File: src/rtl/vcatch_pkg.sv
package vcatch_pkg;
    localparam int NCATCH   = 8;
    localparam int CODE_W   = $clog2(NCATCH);
    localparam int CTL_W    = 32;
    localparam logic [CTL_W-1:0] CTL_MASK = 32'h0000_00DF;
    localparam int IRQ_IDX  = 6;
    localparam int FIQ_IDX  = 7;
    localparam int SLOT_STEP = 4;

    typedef struct packed {
        logic              pulse;
        logic [CODE_W-1:0] code;
    } evt_t;
endpackage

File: src/rtl/vc_ctrl_reg.sv
module vc_ctrl_reg
    import vcatch_pkg::*;
#(
    parameter int W = CTL_W,
    parameter logic [W-1:0] MASK = CTL_MASK
) (
    input  logic         clk,
    input  logic         rst_n,
    input  logic         wr_en,
    input  logic [W-1:0] wr_data,
    output logic [W-1:0] ctl_q
);
    logic [W-1:0] ctl_d;

    always_comb begin
        ctl_d = ctl_q;
        if (wr_en) begin
            ctl_d = wr_data & MASK;
        end
    end

    always_ff @(posedge clk or negedge rst_n) begin
        if (!rst_n) ctl_q <= '0;
        else        ctl_q <= ctl_d;
    end

    // a write stores the masked value
    a_r2_write_masked: assert property (@(posedge clk) disable iff (!rst_n)
        $past(wr_en) |-> (ctl_q == ($past(wr_data) & MASK)));
    // without a write the mask holds
    a_r2_hold: assert property (@(posedge clk) disable iff (!rst_n)
        !$past(wr_en) |-> $stable(ctl_q));
endmodule

File: src/rtl/vc_handler_latch.sv
module vc_handler_latch #(
    parameter int AW = 32
) (
    input  logic          clk,
    input  logic          rst_n,
    input  logic          take,
    input  logic [AW-1:0] addr,
    output logic [AW-1:0] addr_q
);
    logic [AW-1:0] addr_d;

    always_comb begin
        addr_d = addr_q;
        if (take) begin
            addr_d = addr;
        end
    end

    always_ff @(posedge clk or negedge rst_n) begin
        if (!rst_n) addr_q <= '0;
        else        addr_q <= addr_d;
    end

    // capture on take, hold otherwise
    a_r7_capture: assert property (@(posedge clk) disable iff (!rst_n)
        $past(take) |-> (addr_q == $past(addr)));
    a_r7_hold: assert property (@(posedge clk) disable iff (!rst_n)
        !$past(take) |-> $stable(addr_q));
endmodule

File: src/rtl/vc_match.sv
module vc_match
    import vcatch_pkg::*;
#(
    parameter int AW = 32,
    parameter logic [AW-1:0] HI_BASE = 32'hFFFF_0000
) (
    input  logic [NCATCH-1:0] arm,
    input  logic              hivec_sel,
    input  logic              vec_irq_en,
    input  logic [AW-1:0]     irq_addr,
    input  logic [AW-1:0]     fiq_addr,
    input  logic              fetch_valid,
    input  logic [AW-1:0]     fetch_addr,
    output logic              hit,
    output logic [CODE_W-1:0] code
);
    logic [AW-1:0]     base;
    logic [NCATCH-1:0] hits;

    assign base = hivec_sel ? HI_BASE : '0;

    for (genvar i = 0; i < NCATCH; i++) begin : g_slot
        logic [AW-1:0] tgt;
        if (i == IRQ_IDX) begin : g_irq
            assign tgt = vec_irq_en ? irq_addr : base + AW'(i * SLOT_STEP);
        end else if (i == FIQ_IDX) begin : g_fiq
            assign tgt = vec_irq_en ? fiq_addr : base + AW'(i * SLOT_STEP);
        end else begin : g_fixed
            assign tgt = base + AW'(i * SLOT_STEP);
        end
        assign hits[i] = fetch_valid && arm[i] && (fetch_addr == tgt);
    end

    always_comb begin
        code = '0;
        for (int i = NCATCH - 1; i >= 0; i--) begin
            if (hits[i]) code = CODE_W'(i);
        end
    end

    assign hit = |hits;
endmodule

File: src/rtl/dbg_vector_catch.sv
module dbg_vector_catch
    import vcatch_pkg::*;
#(
    parameter int ADDR_W = 32,
    parameter logic [ADDR_W-1:0] HI_BASE = 32'hFFFF_0000
) (
    input  logic              clk,
    input  logic              rst_n,
    input  logic              ctl_wr_en,
    input  logic [CTL_W-1:0]  ctl_wr_data,
    output logic [CTL_W-1:0]  ctl_rd_data,
    input  logic              hivec_sel,
    input  logic              vec_irq_en,
    input  logic              irq_take,
    input  logic [ADDR_W-1:0] irq_handler_addr,
    input  logic              fiq_take,
    input  logic [ADDR_W-1:0] fiq_handler_addr,
    input  logic              fetch_valid,
    input  logic [ADDR_W-1:0] fetch_addr,
    output logic              event_pulse,
    output logic [CODE_W-1:0] event_code
);
    logic [CTL_W-1:0]  ctl_q;
    logic [ADDR_W-1:0] irq_q, fiq_q;
    logic              hit;
    logic [CODE_W-1:0] hit_code;
    evt_t              evt_d, evt_q;

    vc_ctrl_reg #(.W(CTL_W), .MASK(CTL_MASK)) u_ctl (
        .clk(clk), .rst_n(rst_n), .wr_en(ctl_wr_en),
        .wr_data(ctl_wr_data), .ctl_q(ctl_q)
    );

    vc_handler_latch #(.AW(ADDR_W)) u_irq (
        .clk(clk), .rst_n(rst_n), .take(irq_take),
        .addr(irq_handler_addr), .addr_q(irq_q)
    );

    vc_handler_latch #(.AW(ADDR_W)) u_fiq (
        .clk(clk), .rst_n(rst_n), .take(fiq_take),
        .addr(fiq_handler_addr), .addr_q(fiq_q)
    );

    vc_match #(.AW(ADDR_W), .HI_BASE(HI_BASE)) u_match (
        .arm(ctl_q[NCATCH-1:0]), .hivec_sel(hivec_sel),
        .vec_irq_en(vec_irq_en), .irq_addr(irq_q), .fiq_addr(fiq_q),
        .fetch_valid(fetch_valid), .fetch_addr(fetch_addr),
        .hit(hit), .code(hit_code)
    );

    always_comb begin
        evt_d       = '0;
        evt_d.pulse = hit;
        if (hit) evt_d.code = hit_code;
    end

    always_ff @(posedge clk or negedge rst_n) begin
        if (!rst_n) evt_q <= '0;
        else        evt_q <= evt_d;
    end

    assign ctl_rd_data = ctl_q;
    assign event_pulse = evt_q.pulse;
    assign event_code  = evt_q.code;

    // an event needs a valid fetch in the previous cycle
    a_r8_needs_valid: assert property (@(posedge clk) disable iff (!rst_n)
        event_pulse |-> $past(fetch_valid));
    // the reported bit was armed when the fetch was seen
    a_r8_armed: assert property (@(posedge clk) disable iff (!rst_n)
        event_pulse |-> ((($past(ctl_rd_data)) >> event_code) & 32'd1) != 32'd0);
    // reserved mask bits never read as one
    a_r2_reserved_zero: assert property (@(posedge clk) disable iff (!rst_n)
        (ctl_rd_data & ~CTL_MASK) == '0);
    // no fetch last cycle means no pulse now
    a_r9_single: assert property (@(posedge clk) disable iff (!rst_n)
        !$past(fetch_valid) |-> !event_pulse);
endmodule

File: config.mk
export PLATFORM = sky130hd
export DESIGN_NAME = dbg_vector_catch
export DESIGN_NICKNAME = d
export VERILOG_FILES = /design/src/rtl/vcatch_pkg.sv /design/src/rtl/vc_ctrl_reg.sv /design/src/rtl/vc_handler_latch.sv /design/src/rtl/vc_match.sv /design/src/rtl/dbg_vector_catch.sv
export SDC_FILE = /design/constraint.sdc
export NUM_CORES = 1
export LEC_CHECK = 0
export BUFFER_PORTS_ARGS = -buffer_cell sky130_fd_sc_hd__buf_4
export CAP_MARGIN = 20
export CORE_ASPECT_RATIO = 2
export CORE_MARGIN = 4
export CORE_UTILIZATION = 50
export DETAILED_ROUTE_END_ITERATION = 12
export HOLD_SLACK_MARGIN = 0.03
export MAX_ROUTING_LAYER = met4
export PLACE_DENSITY = 0.81
export SETUP_SLACK_MARGIN = 0.2
export SYNTH_ARGS = -nofsm -noshare
export SYNTH_HDL_FRONTEND = slang
export SYNTH_SLANG_ARGS = --single-unit
File: constraint.sdc
create_clock -name clk -period 2.63 [get_ports clk]
set_input_delay 0.3945 -clock clk [delete_from_list [all_inputs] [get_ports clk]]
set_output_delay 0.3945 -clock clk [all_outputs]
set_load 0.01 [all_outputs]
* Yosys cells after proc, flatten, opt, wreduce, memory -nomap -nowiden
Index checks and enable logic that the tools add are counted.
W data, S select, Z words.
** Word-level totals
- Bits in registers :: 75
- Output and inout port bits :: 36
** Operators by class
- Add/sub/neg operators :: 6
- Equality and inequality tests :: 7
- Muxes and demuxes :: 11
- Reductions and logical operators :: 15
** Operator list (count)
- $eq A32 B32 Y1 :: 7
- $add A32 B5 Y32 const B :: 3
- $mux W32 :: 3
- $add A32 B4 Y32 const B :: 2
- $add A32 B3 Y32 const B :: 1
- $mux W3 :: 8
- $logic_and A1 B1 Y1 :: 14
- $reduce_or A7 Y1 :: 1

* Longest topological paths before layout
Gate-level depths: netlist of run 1.
- Depth in word-level cells :: 13
- Mapped depth :: 11
- Mapped depth without buffers :: 8

* Hierarchy
A second synthesis of run 1 with hierarchy kept.
** Second synthesis, totals
- Cell total of the unflattened synthesis :: 458
- Area total of the unflattened synthesis :: 5054.8 µm²
** Modules (own cells, without submodules)
- vc_handler_latch :: times used 2, cells each 68, area each 1345.0 µm², sequential area each 800.8 µm²
- vc_match :: times used 1, cells each 274, area each 1762.9 µm², sequential area each 0.0 µm²
- vc_ctrl_reg :: times used 1, cells each 41, area each 483.0 µm², sequential area each 175.2 µm²
- dbg_vector_catch :: times used 1, cells each 7, area each 118.9 µm², sequential area each 100.1 µm²

* Least setup slack after synthesis of run 1
No wires, ideal clock.
- Path kind :: input port to flip-flop
- Start point :: input vec_irq_en
- End point :: register evt_q (netlist bit event_code[0])
- Setup time :: 121 ps
- Data arrival time :: 2101 ps
- Setup slack :: 408 ps
- Stages :: 9
- Path buffers :: 1
- Cell sequence :: buf_4 > nand2b_1 > a221o_1 > or4_1 > nor4_1 > o2111ai_1 > nor2_1 > a2111oi_0 > a2bb2oi_1
** RTL lines
- start: declaration :: RTL line dbg_vector_catch.sv:13 : input logic vec_irq_en,
- end signal: assignment :: RTL line dbg_vector_catch.sv:59 : else evt_q <= evt_d;
- end: declaration :: RTL line dbg_vector_catch.sv:27 : evt_t evt_d, evt_q;

==> run summary, run 1 <==
Clock buffer depth: 2
Area of the multi-input gates: 2370 um2
Hold buffers post-CTS: 0
Post-Synthesis Cells: 474
Startpoint types: flip-flop
Total GRT Usage: 27.6%
Post-layout minimum cycle time: 2.30 ns
Final setup viols: 0
CP endpoint kind: flip-flop
Final antenna-violating net count: 0
Fin util: 64.8%
Final worst slack: 0.327 ns
Pwr/cell area: 582 nW/um2
Worst vdd ir: 0.417 mV
Status: finished, final reports clean
Vias per inst: 6.05
EDFF count, synth: 0
Worst Skew: 0.00761 ns
Overall die width: 75.6 um
Worst-skew pair later-pin latency: 0.34 ns
Delay-heaviest family, CP: compound AO/OA/AOI/OAI gates
Avg Inst Size Synth: 9.64 um2
Relative slew slack: 37.5%
Final Wtd Congestion: 0.927
Slew @ Worst Pin: 0.938 ns
Slowest cell on crit path: a2111oi_0
Avg WL per Cell: 20.2 um
FMAX: 434 MHz
Setup TNS: 0 ns
Initial Utilization: 51.1%
Core Region: 8950 um2
Layout cells sized above 1: 37.4%
Slew Viols, Final: 0
CTS tree: yes
Final net count: 718
Antenna cells: 0
Number of global-route vias before repair: 4,206
WL final: 13,900 um
RSZ-0062 raised after global routing: no
CTS sink cnt: 75
Ys async rst share: 100%
Hold Crit Class: in -> async
Layout area overhead: 27.0%
Critical path's largest stage delay: 0.45 ns
DR pass1 iterations: 7
Sequential standard cell area: 1880 um2
Period utilisation layout: 87.6%
Final hold violation count: 0
Vert. Die Dim: 143 um
Global-route wire length before repair: 21,400 um
DPL Wire Length: 10,800 um
Count of max-cap constraint violations: 0
Fillers: 753
Worst EP required: 2.88 ns
Post-Place Worst Slack: 0.0674 ns
Post-CTS setup buffers: 0
Port Buffer Count: 121
Resized cells post-CTS: 0
Worst-path clk slew: 0.06 ns
Leakage: 2.58 nW
DR WL met2: 7420 um
Row cnt: 49
I/O pin cnt: 172
Congestion Overflow GR: 0
Ys flop type: dfrtp_1
Uppermost layer routed: met4
WP buf/inv: 1
Synth Warn #: 0
FF+latch count, synth: 75
Arrival @ worst endpoint: 2.56 ns
Crit Path Category: reg -> reg
Num CTS Buffers: 9
H-tree Lvls: 3
Die ar.: 10,800 um2
Wl on met1: 4680 um
Critical-path maximum fanout: 3
Synthesized area: 4570 um2
Iter 0 DRT Violations: 290
Antenna violations before repair: 0
DRC Markers: 0
Largest net degree at the start of global routing: 76
CP Cell Sequence: or2_2 -> a222oi_1 -> o22ai_1 -> nor3_1 -> buf_4 -> nand3_1 -> a2111oi_0 -> a2bb2oi_1
Post-synthesis sequential area ratio: 41.1%
Vias: 4,160
Met3 wire len: 930 um
Clock root buffer: clkbuf_16
Synth cell types: 61
## final timing paths
path,from,to,slack (ns),depth (start not counted)
min in group clk,fiq_handler_addr[19],u_fiq.addr_q[19]$_DFFE_PN0P_,0.26,3
min,rst_n,u_fiq.addr_q[31]$_DFFE_PN0P_,0.20,1
min reg2reg,u_fiq.addr_q[25]$_DFFE_PN0P_,u_fiq.addr_q[25]$_DFFE_PN0P_,0.52,1
max,u_fiq.addr_q[1]$_DFFE_PN0P_,event_code[0]$_DFF_PN0_,0.33,8
max in group asynchronous,rst_n,u_ctl.ctl_q[4]$_DFFE_PN0P_,1.82,1
max reg2reg,u_fiq.addr_q[1]$_DFFE_PN0P_,event_code[0]$_DFF_PN0_,0.33,8
## kinds of logic (layout without fill, tap and decap cells)
family / Yosys count / count (layout) / share of synthesized area, %
flip-flops: 75 / 75 / 41.1
XOR/XNOR: 24 / 24 / 4.60
other: 1 / 25 / 0.0820
multiplexers: 59 / 59 / 14.5
AND/OR/NAND/NOR: 130 / 130 / 14.9
buffers and inverters: 86 / 174 / 9.72
AO/OA/AOI/OAI: 99 / 99 / 15.2
## layout by cell type (no fill, tap or decap), types with 5 or more instances in the layout
cell and instances:
buf_4 130, dfrtp_1 75, mux2_2 58, nand2_1 47
inv_1 26, o21ai_0 26, conb_1 25, nand3_1 17
xor2_1 13, xnor2_1 11, a21oi_1 11, o22ai_1 10
nor2_1 10, nand2b_1 9, clkbuf_16 9, nor3_1 8
nor4_1 7, a31oi_1 7, or3_1 5, nand4_1 5
a2bb2oi_1 5, a22oi_1 5
## area by class of cell
| cell class | instances | area share, % |
|---|---|---|
| clock buffer | 10 | 3.94 |
| clock inverter | 5 | 1.77 |
| inverter | 28 | 1.81 |
| multi-input combinational | 337 | 40.8 |
| sequential | 75 | 32.3 |
| tap | 102 | 2.20 |
| timing repair buffer | 131 | 17.2 |
## flip-flops by register name, summed over array words and instances, names as in the netlist
name	count
event_code	3
event_pulse	1
u_ctl.ctl_q	7
u_fiq.addr_q	32
u_irq.addr_q	32
## synth_stat cells, drive strengths merged (2+ instances only)
library cell	number	area [um2]
buf	33	245
or4	4	30.0
dfrtp	75	1880
mux2	58	653
nand4	5	31.3
nand2	47	176
nor4bb	3	30.0
a2111oi	2	23.8
xnor2	11	96.3
nor3	8	40.0
a21oi	11	55.1
a31o	2	17.5
a22o	2	18.8
a2bb2oi	5	43.8
o22ai	11	75.1
clkbuf	25	93.8
nand2b	9	56.3
a31oi	7	43.8
a222oi	3	30.0
or2	2	12.5
o2111ai	4	35.0
o311ai	2	17.5
nor4b	2	17.5
o21ai	27	135
a22oi	5	37.5
o32ai	2	17.5
o221ai	4	35.0
inv	28	105
nor4	10	75.1
xor2	13	114
nand3	17	85.1
nor2	11	41.3
or3	5	31.3
a32oi	4	35.0
## power by group
group / internal [mW] / total, mW / switching (mW)
Sequential: 1.26 / 1.35 / 0.0877
Combinational: 0.323 / 0.640 / 0.317
Clock: 0.920 / 1.39 / 0.470
## per-layer routing
layer | global-route usage, % | vias to the layer above
met5 | - | -
met4 | 17.1 | 0
met3 | 4.37 | 70
met2 | 46.1 | 236
met1 | 29.4 | 1984
li1 | - | 1870
## through the flow
step | area, um2 | instances | hold WS, ns | power, mW
6_report | 5800 | 688 | 0.200 | 3.38
5_1_grt | 5800 | 688 | 0.279 | 3.52
4_1_cts | 5780 | 688 | 0.235 | 3.38
3_5_place_dp | 5450 | 673 | 0.516 | 2.00
3_3_place_gp | 5450 | 673 | 0.495 | 1.97
2_1_floorplan | 4660 | 498 | 0.0989 | 1.73
Power figures use the tool's default switching activity.
==> run 2, diff against run 1 <==
Settings changed: ABC_AREA set to 1, CORE_UTILIZATION 50 to 51.
==> run summary, run 2 <==
Row cnt: 50 (+2.0%)
Avg WL per Cell: 16.0 um (-21%)
Critical Path Most Common Cell: nand2_1
Critical Path End: event_code[1]$_DFF_PN0_
Regs by FF count: u_fiq.addr_q: 32 flops, u_irq.addr_q: 32 flops, u_ctl.ctl_q: 7 flops
CP Cell Sequence: buf_4 -> buf_4 -> nand2_1 -> nand2_1 -> nand2_1 -> nor2_1 -> nand2_1 -> nor2_1 -> nand3_1 -> nor2_1 -> o21ai_0 -> a21oi_1
Vias: 4,741 (+14%)
Sequential standard cell area: 1880 um2 (unchanged)
I/O pin cnt: 172 (unchanged)
Arrival @ worst endpoint: 2.22 ns (-0.34 ns)
Pwr/cell area: 530 nW/um2 (-9.0%)
Count of max-cap constraint violations: 0 (unchanged)
Resized cells post-CTS: 0 (unchanged)
CTS tree: yes
Status: finished, final reports clean
Most frequent cells in the layout: nand2_1, buf_4, dfrtp_1, nand3_1, mux2_2
Critical-path maximum fanout: 35 (+32)
Layout area overhead: 22.7%
Leakage: 3.24 nW (+26%)
Slew @ Worst Pin: 0.955 ns (+0.0167 ns)
Top cells by area, synth: dfrtp_1, nand2_1, mux2_2
CP endpoint kind: flip-flop
Post-synth top area share: 38.2% (-2.8 points)
DPL Wire Length: 11,400 um (+5.0%)
Post-layout minimum cycle time: 1.97 ns (-0.329 ns)
Port Buffer Count: 121 (unchanged)
Area of the multi-input gates: 2590 um2 (+9.2%)
Overall die width: 77.4 um (+2.3%)
Final hold violation count: 0 (unchanged)
Layout cells sized above 1: 25.7% (-12 points)
Synthesized area: 4910 um2 (+7.4%)
Period utilisation layout: 75.1% (-13 points)
Most frequent cell after synthesis: nand2_1
Initial Utilization: 52.3% (+1.3 points)
Hold Crit Class: in -> async
Synth area leader: dfrtp_1
Post-DP Area: 5750 um2 (+5.6%)
Worst Skew: 0.00455 ns (-0.00306 ns)
Antenna cells: 0 (unchanged)
Worst vdd ir: 0.406 mV (-2.6%)
Die ar.: 11,400 um2 (+4.9%)
Global-route wire length before repair: 22,900 um (+7.3%)
H-tree Lvls: 3 (unchanged)
CTS sink cnt: 75 (unchanged)
Vias per inst: 5.31 (-12%)
Crit Path Category: in -> reg
Worst EP required: 2.87 ns (about the same)
Top cells by count, synth: nand2_1, dfrtp_1, nand3_1
WL final: 14,300 um (+2.8%)
Core Region: 9380 um2 (+4.8%)
Slew Viols, Final: 0 (unchanged)
Clock buffer depth: 2 (unchanged)
Post-Synthesis Cells: 673 (+42%)
Antenna violations before repair: 0 (unchanged)
Ys async rst share: 100% (unchanged)
Final setup viols: 0 (unchanged)
Final Wtd Congestion: 0.961 (+3.6%)
Register-to-register setup slack: 0.90 ns (+0.57 ns)
Avg Inst Size Synth: 7.30 um2 (-24%)
Worst-skew pair later-pin latency: 0.33 ns (about the same)
Largest net degree at the start of global routing: 76 (unchanged)
Clock root buffer: clkbuf_16
Final instance area: 6030 um2 (+3.8%)
Iter 0 DRT Violations: 197 (-32%)
Hold buffers post-CTS: 0 (unchanged)
Final net count: 921 (+28%)
Critical path's largest stage delay: 0.35 ns (-0.10 ns)
RSZ-0062 raised after global routing: no
FMAX: 507 MHz (+17%)
Commonest non-fill, non-tap cell in the layout: nand2_1
Relative slew slack: 36.3% (-1.1 points)
Vert. Die Dim: 147 um (+2.5%)
Total GRT Usage: 26.6% (-1.1 points)
Critical register-to-register path startpoint: u_irq.addr_q[1]$_DFFE_PN0P_
Post-CTS setup buffers: 0 (unchanged)
EDFF count, synth: 0 (unchanged)
R2r endpoint: event_code[1]$_DFF_PN0_
Slowest cell on crit path: buf_4
FF+latch count, synth: 75 (unchanged)
Final antenna-violating net count: 0 (unchanged)
Worst Setup SP: vec_irq_en
Ys flop type: dfrtp_1
Congestion Overflow GR: 0 (unchanged)
DR pass1 iterations: 5 (-2)
Startpoint types: input pin
Num CTS Buffers: 9 (unchanged)
Synth cell types: 24 (-61%)
Worst-path clk slew: 0.06 ns (about the same)
Synth Warn #: 0 (unchanged)
Post-synthesis sequential area ratio: 38.2% (-2.8 points)
DRC Markers: 0 (unchanged)
Setup TNS: 0 ns (unchanged)
Number of global-route vias before repair: 4,857 (+15%)
Cell count of the worst reg-to-reg path: 10 (+2)
Fillers: 868 (+15%)
[run 2: critical path, delay by kind of cell]
kind | cells | cell delay (ns)
buffers and inverters | 2 | 0.55
and+or+nand+nor | 8 | 0.95
AOI/OAI and AO/OA | 2 | 0.32
[run 2: power breakdown]
part	total (mW)	leakage (nW)	internal [mW]	switching [mW]
combinational	0.675	2.22	0.312	0.363
clock	1.19	0.136	0.727	0.458
sequential	1.33	0.891	1.26	0.0672
total	3.19	3.25	2.30	0.888
[run 2: final cells by class]
| type | instances | share of cell area [%] |
|---|---|---|
| clock buffers | 12 | 3.92 |
| clock inverters | 3 | 0.664 |
| inverters | 56 | 3.49 |
| multi-input cells | 517 | 42.9 |
| flip-flops and latches | 75 | 31.1 |
| well taps | 104 | 2.16 |
| repair buffers | 126 | 15.7 |
[run 2: cell families after synthesis]
kind of cell	count (synthesis)	synth area share, %
compound gates	32	3.34
xor+xnor	5	0.892
other cells	1	0.0764
flops	75	38.2
buf+inv	105	10.9
simple gates	394	32.5
mux	61	14.0
[run 2: through the flow]
| stage | util [%] | cells | power (mW) | hold WS, ns | setup slack, ns |
|---|---|---|---|---|---|
| after detailed placement | 61.3 | 878 | 2.03 | 0.497 | 0.339 |
| after global placement | 61.3 | 878 | 2.01 | 0.493 | 0.381 |
| after floorplan | - | 697 | 1.76 | 0.0989 | 0.966 |
| after CTS | 64.2 | 893 | 3.22 | 0.258 | 0.680 |
| final | 64.2 | 893 | 3.19 | 0.195 | 0.656 |
| after global routing | 64.2 | 893 | 3.36 | 0.271 | 0.461 |
[run 2: worst min path at each step]
stage,start,end,cells past startpoint
3_5_place_dp,u_irq.addr_q[8]$_DFFE_PN0P_,u_irq.addr_q[8]$_DFFE_PN0P_,1
6_report,rst_n,event_code[1]$_DFF_PN0_,1
3_3_place_gp,u_irq.addr_q[9]$_DFFE_PN0P_,u_irq.addr_q[9]$_DFFE_PN0P_,1
4_1_cts,rst_n,u_fiq.addr_q[29]$_DFFE_PN0P_,1
2_1_floorplan,rst_n,event_code[0]$_DFF_PN0_,0
5_1_grt,rst_n,u_irq.addr_q[29]$_DFFE_PN0P_,1
[run 2: metal layers]
layer | routed length, um | vias up | global-route usage (%)
li1 | - | 2312 | -
met4 | 656 | 0 | 14.3
met1 | 4830 | 2184 | 25.4
met2 | 8100 | 193 | 50.0
met5 | 0 | - | -
met3 | 726 | 52 | 3.80
==> run 3, diff against run 2 <==
Settings changed: ABC_AREA 1 to 0, CORE_UTILIZATION 51 to 45, PLACE_DENSITY 0.81 to 0.77.
Clock period 2.63 ns to 1.7 ns, I/O delays scaled along.
==> run summary, run 3 (synthesized netlist as in run 1, its figures left out) <==
Hold Crit Class: in -> reg
Crit Path Category: reg -> reg
Antenna cells: 0 (unchanged)
Num CTS Buffers: 9 (unchanged)
Global-route wire length before repair: 24,900 um (+8.6%)
Arrival @ worst endpoint: 2.51 ns (+0.29 ns)
Port Buffer Count: 121 (unchanged)
Vert. Die Dim: 151 um (+2.6%)
Uppermost layer routed: met4
Startpoint types: flip-flop
Initial Utilization: 46.5% (-5.8 points)
Final hold violation count: 0 (unchanged)
Largest net degree at the start of global routing: 76 (unchanged)
CP endpoint kind: flip-flop
Clock buffer depth: 2 (unchanged)
Worst vdd ir: 0.708 mV (+74%)
Core Region: 9830 um2 (+4.7%)
Clock root buffer: clkbuf_16
WL final: 16,300 um (+14%)
Number of global-route vias before repair: 4,715 (-2.9%)
DR pass1 iterations: 6 (+1)
Iter 0 DRT Violations: 224 (+14%)
Failing checks: negative setup slack
Layout cells sized above 1: 46.1% (+20 points)
Worst Skew: 0.00609 ns (+0.00154 ns)
Vias per inst: 5.48 (+3.2%)
Avg WL per Cell: 20.4 um (+28%)
RSZ-0062 raised after global routing: yes
Final Wtd Congestion: 0.912 (-5.0%)
Antenna violations before repair: 0 (unchanged)
DPL Wire Length: 12,900 um (+13%)
Wl on met1: 5480 um (+13%)
Final worst slack: -0.547 ns (-1.20 ns)
Slew Viols, Final: 0 (unchanged)
CTS sink cnt: 75 (unchanged)
I/O pin cnt: 172 (unchanged)
Row cnt: 51 (+2.0%)
H-tree Lvls: 3 (unchanged)
Met3 wire len: 885 um (+22%)
Leakage: 2.97 nW (-8.5%)
Total GRT Usage: 28.9% (+2.3 points)
Status: finished with violations
Commonest non-fill, non-tap cell in the layout: buf_4
DR WL met2: 9070 um (+12%)
Final net count: 796 (-14%)
Congestion Overflow GR: 0 (unchanged)
Die ar.: 11,900 um2 (+5.1%)
CTS tree: yes
DRC Markers: 0 (unchanged)
Most frequent cells in the layout: buf_4, dfrtp_1, mux2_2, nand2_1
Critical-path maximum fanout: 3 (-91%)
Regs by FF count: u_fiq.addr_q: 32 flops, u_irq.addr_q: 32 flops, u_ctl.ctl_q: 7 flops
Post-layout minimum cycle time: 2.25 ns
Post-CTS setup buffers: 0 (unchanged)
Vias: 4,360 (-8.0%)
Count of max-cap constraint violations: 0 (unchanged)
Overall die width: 79.3 um (+2.4%)
Post-route total power: 5.17 mW (+62%)
FMAX: 445 MHz
Period utilisation layout: 132%
Final setup viols: 4 (+4)
Worst-skew pair later-pin latency: 0.34 ns (about the same)
Fin util: 66.3% (+2.1 points)
Worst-path clk slew: 0.06 ns (about the same)
Worst EP required: 1.97 ns (-0.90 ns)
Layout area overhead: 42.6%
Final antenna-violating net count: 0 (unchanged)
Pwr/cell area: 794 nW/um2 (+50%)
run 3: changes by cell type in the layout (fill, tap and decap cells not counted), moves of 7 or more:
cell      before  now
xor2_1         5   13
nand3_1       63   16
buf_4        126  206
a31oi_1        0    7
nand2_1      257   46
xnor2_1        0   11
nor2_1        56   10
inv_1         55   26
o22ai_1        0   10
nand2b_1       0    8
run 3: critical path, cell delays in order (launching register included):
cell and delay [ns]:
dfrtp_1 0.38, nand2b_4 0.17, o2111ai_4 0.14, or4_1 0.58, a32oi_2 0.24, nand2_2 0.12
or3_1 0.40, a2bb2oi_2 0.13
run 3: final timing paths:
check	endpoint	cells after the start	start	slack, ns
min in group asynchronous	u_fiq.addr_q[4]$_DFFE_PN0P_	3	rst_n	0.47
max in group asynchronous	event_code[1]$_DFF_PN0_	3	rst_n	0.89
setup / recovery	event_code[0]$_DFF_PN0_	7	u_fiq.addr_q[20]$_DFFE_PN0P_	-0.55
hold / removal	u_irq.addr_q[12]$_DFFE_PN0P_	3	irq_handler_addr[12]	0.13
setup reg to reg	event_code[0]$_DFF_PN0_	7	u_fiq.addr_q[20]$_DFFE_PN0P_	-0.55
hold reg to reg	u_irq.addr_q[30]$_DFFE_PN0P_	1	u_irq.addr_q[30]$_DFFE_PN0P_	0.53
run 3: routing by layer:
layer  global-route usage [%]  up-vias
met5                        -        -
met4                     15.3        0
met3                     4.91       52
met2                     52.7      187
met1                     28.7     2090
li1                         -     2031
run 3: final cells by class:
cell class / instances / area [um2]
clock buffer: 10 / 229
clock inverter: 5 / 55.1
fill: 830 / 3310
inverter: 28 / 105
multi-input combinational: 337 / 2490
sequential: 75 / 1880
tap: 132 / 165
timing repair buffer: 209 / 1600
run 3: power by group:
group          internal (mW)  total [mW]  switching (mW)
clock                   1.12        1.86           0.737
combinational          0.661        1.23           0.573
sequential              1.95        2.08           0.126
total                   3.74        5.17            1.44
run 3: repair_timing:
item / in CTS / in global routing
pin swaps: 15 / 1
gates resized for setup: 22 / 2
setup endpoints to repair: 4 / 4
hold endpoints to repair: 75 / 0
hold buffers: 1 / 0
run 3: per-stage QoR:
stage	area (um2)	TNS [ns]	cells	setup WS, ns	hold WS (ns)
6_report	6520	-1.87	796	-0.547	0.127
2_1_floorplan	4670	-0.960	498	-0.287	-0.0406
3_3_place_gp	6070	-2.27	780	-0.669	0.300
5_1_grt	6520	-2.24	796	-0.617	0.132
4_1_cts	6500	-1.51	796	-0.444	0.124
3_5_place_dp	6070	-2.38	780	-0.759	0.305
